### src/rtl/pic_pkg.sv
package pic_pkg;
  typedef enum logic [2:0] {
    ST_UNCFG = 3'd0,
    ST_BASE  = 3'd1,
    ST_CASC  = 3'd2,
    ST_MODE  = 3'd3,
    ST_RUN   = 3'd4
  } cfg_state_t;

  localparam logic [7:0] CMD_INIT    = 8'h11;
  localparam logic [7:0] CMD_SEL_ISR = 8'h0B;
  localparam logic [7:0] CMD_SEL_IRR = 8'h0A;
  localparam logic [7:0] CMD_EOI     = 8'h60;
  localparam int         MODE_AUTO_BIT = 1;
endpackage

### src/rtl/pic_rst_sync.sv
module pic_rst_sync #(
  parameter int STAGES = 2
) (
  input  logic clk,
  input  logic rst_n,
  output logic rst_n_s
);
  logic [STAGES-1:0] chain_q;

  always_ff @(posedge clk or negedge rst_n) begin
    if (!rst_n) chain_q <= '0;
    else        chain_q <= {chain_q[STAGES-2:0], 1'b1};
  end

  assign rst_n_s = chain_q[STAGES-1];
endmodule

### src/rtl/pic_prio.sv
module pic_prio #(
  parameter int N  = 8,
  parameter int IW = $clog2(N)
) (
  input  logic [N-1:0]  req,
  output logic          hit,
  output logic [IW-1:0] idx
);
  always_comb begin
    hit = |req;
    idx = '0;
    for (int i = N - 1; i >= 0; i--) begin
      if (req[i]) idx = IW'(i);
    end
  end
endmodule

### src/rtl/pic_cfg.sv
module pic_cfg
  import pic_pkg::*;
#(
  parameter int N_IN      = 8,
  parameter bit IS_MASTER = 1'b1,
  localparam int IW = $clog2(N_IN)
) (
  input  logic                 clk,
  input  logic                 rst_n,
  input  logic                 wr_cmd,
  input  logic                 wr_dat,
  input  logic [N_IN-1:0]      wdata,
  output logic                 cfg_done,
  output logic                 init_go,
  output logic [N_IN-IW-1:0]   base_hi,
  output logic [N_IN-1:0]      casc,
  output logic                 aeoi,
  output logic [N_IN-1:0]      imr,
  output logic                 sel_isr,
  output logic                 eoi_go,
  output logic [IW-1:0]        eoi_idx
);
  localparam logic [N_IN-IW-1:0] EOI_HI = CMD_EOI[7:IW];

  cfg_state_t           st_q, st_n;
  logic [N_IN-IW-1:0]   base_q, base_n;
  logic [N_IN-1:0]      casc_q, casc_n, casc_fmt;
  logic                 aeoi_q, aeoi_n;
  logic [N_IN-1:0]      imr_q, imr_n;
  logic                 sel_q, sel_n;

  generate
    if (IS_MASTER) begin : g_master
      assign casc_fmt = wdata;
    end else begin : g_slave
      assign casc_fmt = {{(N_IN-IW){1'b0}}, wdata[IW-1:0]};
    end
  endgenerate

  assign init_go = wr_cmd && (wdata == CMD_INIT);
  assign eoi_go  = wr_cmd && (wdata[N_IN-1:IW] == EOI_HI);
  assign eoi_idx = wdata[IW-1:0];

  always_comb begin
    st_n   = st_q;
    base_n = base_q;
    casc_n = casc_q;
    aeoi_n = aeoi_q;
    imr_n  = imr_q;
    sel_n  = sel_q;
    if (init_go) begin
      st_n  = ST_BASE;
      imr_n = '0;
      sel_n = 1'b0;
    end else if (wr_cmd && (wdata == CMD_SEL_ISR)) begin
      sel_n = 1'b1;
    end else if (wr_cmd && (wdata == CMD_SEL_IRR)) begin
      sel_n = 1'b0;
    end
    if (wr_dat) begin
      case (st_q)
        ST_BASE: begin base_n = wdata[N_IN-1:IW]; st_n = ST_CASC; end
        ST_CASC: begin casc_n = casc_fmt;         st_n = ST_MODE; end
        ST_MODE: begin aeoi_n = wdata[MODE_AUTO_BIT]; st_n = ST_RUN; end
        ST_RUN:  imr_n = wdata;
        default: ;
      endcase
    end
  end

  always_ff @(posedge clk or negedge rst_n) begin
    if (!rst_n) begin
      st_q   <= ST_UNCFG;
      base_q <= '0;
      casc_q <= '0;
      aeoi_q <= 1'b0;
      imr_q  <= '1;
      sel_q  <= 1'b0;
    end else begin
      st_q   <= st_n;
      base_q <= base_n;
      casc_q <= casc_n;
      aeoi_q <= aeoi_n;
      imr_q  <= imr_n;
      sel_q  <= sel_n;
    end
  end

  assign cfg_done = (st_q == ST_RUN);
  assign base_hi  = base_q;
  assign casc     = casc_q;
  assign aeoi     = aeoi_q;
  assign imr      = imr_q;
  assign sel_isr  = sel_q;
endmodule

### src/rtl/pic_ctrl.sv
module pic_ctrl #(
  parameter int N_IN      = 8,
  parameter bit IS_MASTER = 1'b1
) (
  input  logic            clk,
  input  logic            rst_n,
  input  logic            addr,
  input  logic            wr_en,
  input  logic            rd_en,
  input  logic [N_IN-1:0] wdata,
  output logic [N_IN-1:0] rdata,
  input  logic [N_IN-1:0] irq_in,
  input  logic            inta,
  output logic            int_out,
  output logic [N_IN-1:0] vector,
  output logic [N_IN-1:0] casc_cfg
);
  localparam int IW = $clog2(N_IN);

  logic                 rst_n_s;
  logic                 cfg_done, init_go, aeoi, sel_isr, eoi_go;
  logic [N_IN-IW-1:0]   base_hi;
  logic [N_IN-1:0]      imr;
  logic [IW-1:0]        eoi_idx;
  logic [N_IN-1:0]      irr_q, isr_q, isr_n, rdata_q, rdata_n, vec_q, vec_n;
  logic [N_IN-1:0]      pend;
  logic                 pend_hit, isr_hit, outrank, grant;
  logic [IW-1:0]        pend_idx, isr_idx;

  pic_rst_sync #(.STAGES(2)) u_rst (
    .clk(clk), .rst_n(rst_n), .rst_n_s(rst_n_s)
  );

  pic_cfg #(.N_IN(N_IN), .IS_MASTER(IS_MASTER)) u_cfg (
    .clk(clk), .rst_n(rst_n_s),
    .wr_cmd(wr_en && !addr), .wr_dat(wr_en && addr), .wdata(wdata),
    .cfg_done(cfg_done), .init_go(init_go), .base_hi(base_hi),
    .casc(casc_cfg), .aeoi(aeoi), .imr(imr), .sel_isr(sel_isr),
    .eoi_go(eoi_go), .eoi_idx(eoi_idx)
  );

  assign pend = irr_q & ~imr;

  pic_prio #(.N(N_IN)) u_prio_req (.req(pend),  .hit(pend_hit), .idx(pend_idx));
  pic_prio #(.N(N_IN)) u_prio_isr (.req(isr_q), .hit(isr_hit),  .idx(isr_idx));

  assign outrank = pend_hit && (!isr_hit || (pend_idx < isr_idx));
  assign int_out = cfg_done && outrank;
  assign grant   = inta && int_out;

  always_comb begin
    isr_n = isr_q;
    if (init_go) begin
      isr_n = '0;
    end else begin
      if (eoi_go)          isr_n[eoi_idx]  = 1'b0;
      if (grant && !aeoi)  isr_n[pend_idx] = 1'b1;
    end
    vec_n = vec_q;
    if (inta) vec_n = {base_hi, (grant ? pend_idx : {IW{1'b1}})};
    rdata_n = rdata_q;
    if (rd_en) rdata_n = addr ? imr : (sel_isr ? isr_q : irr_q);
  end

  always_ff @(posedge clk or negedge rst_n_s) begin
    if (!rst_n_s) begin
      irr_q   <= '0;
      isr_q   <= '0;
      vec_q   <= '0;
      rdata_q <= '0;
    end else begin
      irr_q   <= irq_in;
      isr_q   <= isr_n;
      vec_q   <= vec_n;
      rdata_q <= rdata_n;
    end
  end

  assign vector = vec_q;
  assign rdata  = rdata_q;
endmodule

### config.mk
export PLATFORM = sky130hd
export DESIGN_NAME = pic_ctrl
export DESIGN_NICKNAME = d
export VERILOG_FILES = /design/src/rtl/pic_pkg.sv /design/src/rtl/pic_rst_sync.sv /design/src/rtl/pic_prio.sv /design/src/rtl/pic_cfg.sv /design/src/rtl/pic_ctrl.sv
export SDC_FILE = /design/constraint.sdc
export NUM_CORES = 1
export LEC_CHECK = 0
export BUFFER_PORTS_ARGS = -buffer_cell sky130_fd_sc_hd__buf_2
export CELL_PAD_IN_SITES_DETAIL_PLACEMENT = 1
export CELL_PAD_IN_SITES_GLOBAL_PLACEMENT = 1
export CORE_ASPECT_RATIO = 0.6
export CORE_MARGIN = 5
export CORE_UTILIZATION = 44
export DETAILED_ROUTE_END_ITERATION = 16
export PLACE_DENSITY = 0.87
export SETUP_SLACK_MARGIN = 0.05
export SYNTH_ARGS = -nofsm -noshare
export SYNTH_HDL_FRONTEND = slang
export SYNTH_SLANG_ARGS = --single-unit
export TNS_END_PERCENT = 20
### constraint.sdc
create_clock -name clk -period 2.6 [get_ports clk]
set_input_delay 0.13 -clock clk [delete_from_list [all_inputs] [get_ports clk]]
set_output_delay 0.13 -clock clk [all_outputs]
set_load 0.01 [all_outputs]
# Word level (Yosys, flattened, before mapping)
# Index checks and enable logic that the tools add are counted.
# W data, S select, Z words.
[op_classes]
reduce_logical = 22
mux = 36
bitwise = 5
n_eq_ne = 8
order_cmp = 5
[op_table]
columns = ["operator", "n"]
rows = [
  ["$mux W8", 9],
  ["$mux W3", 19],
  ["$and A8 B8 Y8", 2],
  ["$eq A8 B4 Y1 const B", 2],
  ["$not A8 Y8", 2],
  ["$reduce_or A8 Y1", 2],
  ["$logic_and A1 B1 Y1", 12],
  ["$pmux W3 S3", 1],
  ["$eq A8 B5 Y1 const B", 1],
  ["$lt A3 B4 Y1 const B", 2],
  ["$or A8 B8 Y8", 1],
  ["$demux W1 S3", 2],
  ["$eq A3 B2 Y1 const B", 2],
  ["$ge A3 B1 Y1 const B", 2],
  ["$reduce_and A2 Y1", 3],
  ["$eq A5 B4 Y1 const B", 1],
  ["$mux W1", 5],
  ["$eq A3 B1 Y1 const B", 1],
  ["$eq A3 B3 Y1 const B", 1],
  ["$logic_not A1 Y1", 3],
  ["$lt A3 B3 Y1", 1],
  ["$reduce_bool A3 Y1", 1],
  ["$logic_or A1 B1 Y1", 1],
]
[word_totals]
input_bits = 22
elab_cells = 87
out_inout_bits = 25
register_bits = 60

# Logic depth before layout (Yosys ltp)
[depth]
ltp_word = 18
mapped_depth = 8
depth_no_buf = 8

# By module
# From an unflattened synthesis, not the netlist that was laid out.
[unflattened]
cells_unflattened = 261
area_unflattened_um2 = 2909.0
[by_module_without_submodules]
columns = ["mod", "cells_per_inst", "seq_area_each_um2", "area_each_um2", "n_inst"]
rows = [
  ["pic_ctrl", 134, 800.8, 1525.2, 1],
  ["pic_cfg", 98, 660.6, 1167.4, 1],
  ["pic_prio", 13, 0.0, 81.3, 2],
  ["pic_rst_sync", 3, 50.0, 53.8, 1],
]

# Least setup slack after synthesis
# Ideal clock, no wire load.
[synth_path]
path_kind = "register to output"
start = "register u_cfg.imr_q[0], in the netlist u_cfg.imr[0]"
end = "output int_out"
required_time_ns = 2.470
arrival_ns = 2.051
n_path_buf = 0
setup_slack_ns = 0.419
path_stages_with_launch = 9
cell_sequence = "dfstp_2 -> nand2b_4 -> o2111ai_4 -> a21oi_1 -> ha_1 -> a211oi_1 -> o21ai_0 -> o21ai_0 -> and2b_2"
[synth_between]
elab_chain_cells = 7
elab_cells_between_ends = 8
classes_between = "order compare: 1; mux: 1; bitwise: 2; reduce/logical: 4"
[synth_lines]
columns = ["item", "line", "text"]
rows = [
  ["start: declaration", "pic_cfg.sv:29", "logic [N_IN-1:0] imr_q, imr_n;"],
  ["start signal: assignment", "pic_cfg.sv:84", "imr_q <= imr_n;"],
  ["$not A8 Y8 (*)", "pic_ctrl.sv:42", "assign pend = irr_q & ~imr;"],
  ["$and A8 B8 Y8 (*)", "pic_ctrl.sv:42", ""],
  ["$mux W3", "pic_prio.sv:13", "if (req[i]) idx = IW'(i);"],
  ["$lt A3 B3 Y1", "pic_ctrl.sv:47", "assign outrank = pend_hit && (!isr_hit || (pend_idx < isr_idx));"],
  ["$logic_or A1 B1 Y1", "pic_ctrl.sv:47", ""],
  ["$logic_and A1 B1 Y1 (*)", "pic_ctrl.sv:47", ""],
  ["$logic_and A1 B1 Y1 (*)", "pic_ctrl.sv:48", "assign int_out = cfg_done && outrank;"],
  ["end: declaration", "pic_ctrl.sv:14", "output logic int_out,"],
]
# Every way passes the cells marked *; elsewhere a longest branch is shown, timed or not.

# Worst setup path in the final report
[layout_path]
start = "register u_cfg.imr_q[4], in the netlist u_cfg.imr[4]"
end = "register isr_q[2]"
[layout_between]
elab_chain_cells = 15
elab_cells_between_ends = 22
classes_between = "order compare: 3; mux: 9; bitwise: 3; reduce/logical: 7"
[layout_lines]
columns = ["item", "line", "text"]
rows = [
  ["$not A8 Y8 (*)", "pic_ctrl.sv:42", ""],
  ["$and A8 B8 Y8 (*)", "pic_ctrl.sv:42", ""],
  ["branches (longest 11 deep; another with $lt A3 B4 Y1)", "--", ""],
  ["$mux W8 (*)", "pic_ctrl.sv:57", "if (grant && !aeoi) isr_n[pend_idx] = 1'b1;"],
  ["$mux W8 (*)", "pic_ctrl.sv:53", "if (init_go) begin"],
  ["via isr_n[2]", "pic_ctrl.sv:25", "logic [N_IN-1:0] irr_q, isr_q, isr_n, rdata_q, rdata_n, vec_q, vec_n;"],
  ["end signal: assignment", "pic_ctrl.sv:73", "isr_q <= isr_n;"],
  ["end: declaration", "pic_ctrl.sv:25", ""],
]
# Mark *: on every way through the listed nets, which the timed path passes.
# A chain may end at the register's enable or synchronous reset.

==> reports/results.env <==
RESULT_OF_THE_RUN='complete, no violations'
POST_DP_CELL_AREA_UM2=3170
ANTENNA_FOUND_INITIAL=0
CTS_CLK_PIN_SLEW_WORST_PATHS_NS=0.07
VDD_DROP_MAX_mV=0.487
GLOBALPLACE.CONGESTION=0.865
WORSTSETUPSTARTPOINT='u_cfg.imr[4]$_DFF_PN1_'
POWER_FRAC_COMB_PCT=43.3
HOLD_VIOLATIONS=0
PLACE_INST=375
SETUP_SLACK_NS=0.00712
SYNTHTOLAYOUTAREAGROWTH_PCT=30.2
CRIT_PATH_LAUNCH_TYPE='flip-flop'
R2R-START='u_cfg.imr[4]$_DFF_PN1_'
WORST-ENDPOINT-ARRIVAL_NS=2.87
POST_SYN_AREA_UM2=2830
DIE_AREA_UM2=8180
PORT_BUFFERS=46
WORST_SKEW_PAIR_LATER_PIN_LATENCY_NS=0.35
HTREE_NUM_LEVELS=3
CORE_AREA_UM2=6170
POWER.SHARE.SWITCHING_PCT=37.1
CLOCK_POWER_SHARE_PCT=18.0
DRCVIOLATIONCOUNT=0
P_INT_uW=2670
ROUTED_WIRE_LENGTH_PER_INSTANCE_UM=20.8
P_LEAK_uW=0.00161
POSTSYNTHREGISTERBITS=60
FIRST_ITER_VIOLATIONS=147
SEQUENTIAL_CELL_FRACTION_OF_TOTAL_POWER_PCT=38.7
LAYOUT_MIN_CYCLE_TIME_NS=2.59
FLOORPLAN.ROWS=22
FLOORPLAN.INITIALDENSITY_PCT=45.9
NETLIST_INSTANCES=250
HOLD_PATH.STARTPOINT='wdata[5]'
GRT_MAX_DEGREE=59
TIMING.HOLD.WORST.CLASS='input port to flip-flop'
ROUTED-VIA-COUNT=2356
NNETSFINAL=352
TIGHTESTPINTRANSITION_NS=0.520
REPORT.FINAL.SLEW_VIOL_COUNT=0
SYNTHFLOPTYPE='dfrtp_1'
CRITICAL_PATH.MAX_STAGE_DELAY_NS=0.55
WORST_HOLD_SLACK_AFTER_FINAL_LAYOUT_NS=0.0277
NETLIST.AREA_LEADER.SHARE_PCT=46.0
GRT_FIRST_PASS_WIRELENGTH_MM=13.6
MAX_SLEW_MARGIN_PCT=65.2
CTS_NUM_SINKS=60
SYNTH_LARGEST_AREA_CELL='dfrtp_1'
YS_ASYNC_SR_FRACTION_PCT=100
CRITICAL_PATH.MAX_FANOUT=5
POSTSYNTHNETCOUNT=274
TRITONCTS.NUM_BUFFERS=9
VIAS_PER_CELL=5.65
FIRST_PASS_ITERS=4
CP_SLOWEST_CELL='dfstp_2'
SETUP_VIOL=0
GRT_USE_TOTAL_PCT=22.3
TIMING.CRITICAL_PATH.BUF_INV=1
IOPINCOUNT=47
SYNTH-EDFF-COUNT=0
VIA_COUNT_OF_THE_FIRST_GLOBAL_ROUTING_PASS=2498
POST_SYNTH_NUM_CELL_TYPES=47
DIE_W_UM=113
WIRELENGTH_MM=8.66
SETUP_REPAIR_AFTER_GLOBAL_ROUTING_MISSED_ITS_MARGIN='yes'
FINAL_DESIGN_AREA_NO_FILL_UM2=3680
DRIVE_ABOVE_1_SHARE_PCT=43.8
POWER.NET_SWITCHING_uW=1580
COUNT_OF_MAX_CAP_CONSTRAINT_VIOLATIONS=0
POWER_DENSITY_nW_PER_UM2=1150
PATH_CLASS='flip-flop to flip-flop'
YOSYSWARNINGS=0
FINAL_CELLS=417
ANTENNA-DIODE-COUNT=0
CPLARGESTDELAYFAMILY='compound AO/OA/AOI/OAI gates'
PATH_CELLS='or2b_1 -> o211ai_1 -> a21oi_2 -> ha_4 -> o21ai_2 -> a32oi_2 -> buf_4 -> a211oi_2 -> a32o_1'
SKEW_NS=0.00933
CRITICAL_PATH.ENDPOINT_TYPE='flip-flop'
CTSLONGESTPATHBUFFERS=2
MAX_FREQ_MHz=386
SEQ_AREA_FRAC_SYNTH_PCT=53.5
DETAILED_PLACE_HPWL_MM=5.36
CLOCKROOTBUFFER='clkbuf_8'
SYNTH.TOP_CELLS.BY_AREA='dfrtp_1 46%, mux2_2 11%, dfstp_2 7.4%'
POST_SYNTH.CELL_AREA_AVG_UM2=11.3
TIMING.FINAL.CRIT_SHARE_PCT=99.7
PRECTSSETUPSLACK_NS=0.0600
CHIPHEIGHT_UM=72.1
TRITONCTS='yes'
OVERFLOW=0
DRTANTENNAVIOLNETS=0
CRITICAL_PATH_REQUIRED_NS=2.88
FINAL_CORE_UTILIZATION_PCT=59.7
-- layout by cell type (no fill, tap or decap), types with 5 or more instances in the layout --
cell           netlist  final
dfrtp_1             52     50
buf_4                1     19
inv_1                5      5
buf_2                0     45
nor3_1               7      7
nand3_1             15     14
o21ai_0             12      9
a32o_1               8      8
mux2i_1              8      8
mux2_2              28     28
nand2_1             38     38
dfstp_2              8      8
dlygate4sd3_1        0      9
clkbuf_8             0     11
nor2_1              13     13
-- timing repair --
action | 4_1_cts | 5_1_grt
hold endpoints to repair | 10 | 0
buffers inserted | 13 | 6
hold buffers | 9 | 0
pin swaps | 5 | 9
resized for setup | 12 | 14
endpoints found under the setup margin | 2 | 7
-- kinds of logic (layout without fill, tap and decap cells) --
kind of cell	Yosys count	count (layout)	share of synthesized area, %
and+or+nand+nor	101	101	18.8
DFF	60	60	53.5
AOI/OAI and AO/OA	37	37	10.9
muxes	36	36	14.0
buffers and inverters	13	96	1.86
adders and majority gates	2	2	0.885
other	1	1	0.133
-- tightest hold or removal path, stage by stage --
cell	delay (ns)
buf_2	0.14
nand2_1	0.06
nand2_1	0.05
-- power by group through the flow --
stage          Combinational, uW  Sequential [uW]  Clock, uW
2_1_floorplan                757             1630          0
3_3_place_gp                1200             1600          0
3_5_place_dp                1240             1620          0
4_1_cts                     1550             1620        786
5_1_grt                     1970             1700        843
6_report                    1840             1640        763
-- per-layer routing --
metal	vias to the layer above	share of wire, %	global-route usage [%]
met5	-	0	0
met4	0	2.6	8.53
met3	22	7.6	7.58
met2	87	47	35.4
met1	1191	43	28.4
li1	1056	-	-
-- Yosys cell counts (2+ instances only) --
cell type,number
o211ai_1,2
dfrtp_1,52
mux2_2,28
inv_1,5
mux2i_1,8
a32o_1,8
nor3b_2,3
nor3_1,7
clkbuf_1,6
nand4_1,2
o21ai_0,12
and2_1,2
dfstp_2,8
a31oi_1,2
nand2_1,38
nand3_1,15
or2b_1,3
nor2_1,13
a21oi_1,3
ha_1,2
nor2b_1,5
-- final timing paths --
path | cells after the start | to | slack, ns
setup / recovery | 9 | isr_q[2]$_DFF_PN0_ | 0.007
hold / removal | 3 | u_cfg.imr[5]$_DFF_PN1_ | 0.03
setup reg to reg | 9 | isr_q[2]$_DFF_PN0_ | 0.007
hold reg to reg | 1 | irr_q[5]$_DFF_PN0_ | 0.25
max in group asynchronous | 1 | u_cfg.imr[3]$_DFF_PN1_ | 2.02
min in group asynchronous | 2 | u_rst.chain_q[0]$_DFF_PN0_ | 0.10
-- metrics by stage --
| stage | power [uW] | setup TNS, ns |
|---|---|---|
| 2_1_floorplan | 2390 | 0 |
| 6_report | 4240 | 0 |
| 3_5_place_dp | 2860 | 0 |
| 3_3_place_gp | 2800 | 0 |
| 5_1_grt | 4510 | -0.199 |
| 4_1_cts | 3960 | 0 |
-- state kept, by name (all words and copies together) (netlist names) --
name,cells
irr_q,8
isr_q,8
rdata,8
u_cfg.casc,8
u_cfg.imr,8
vector,8
u_cfg.base_hi,5
u_cfg.st_q,3
u_rst.chain_q,2
u_cfg.aeoi,1
u_cfg.sel_isr,1
-- cell type report --
cell class / count / area, um2
clock buffers: 13 / 159
clock inverters: 3 / 21.3
fillers: 658 / 2480
inverters: 5 / 18.8
multi-input cells: 177 / 1380
flip-flops and latches: 60 / 1510
well taps: 84 / 105
repair buffers: 75 / 489
(Power assumes the default switching activity.)
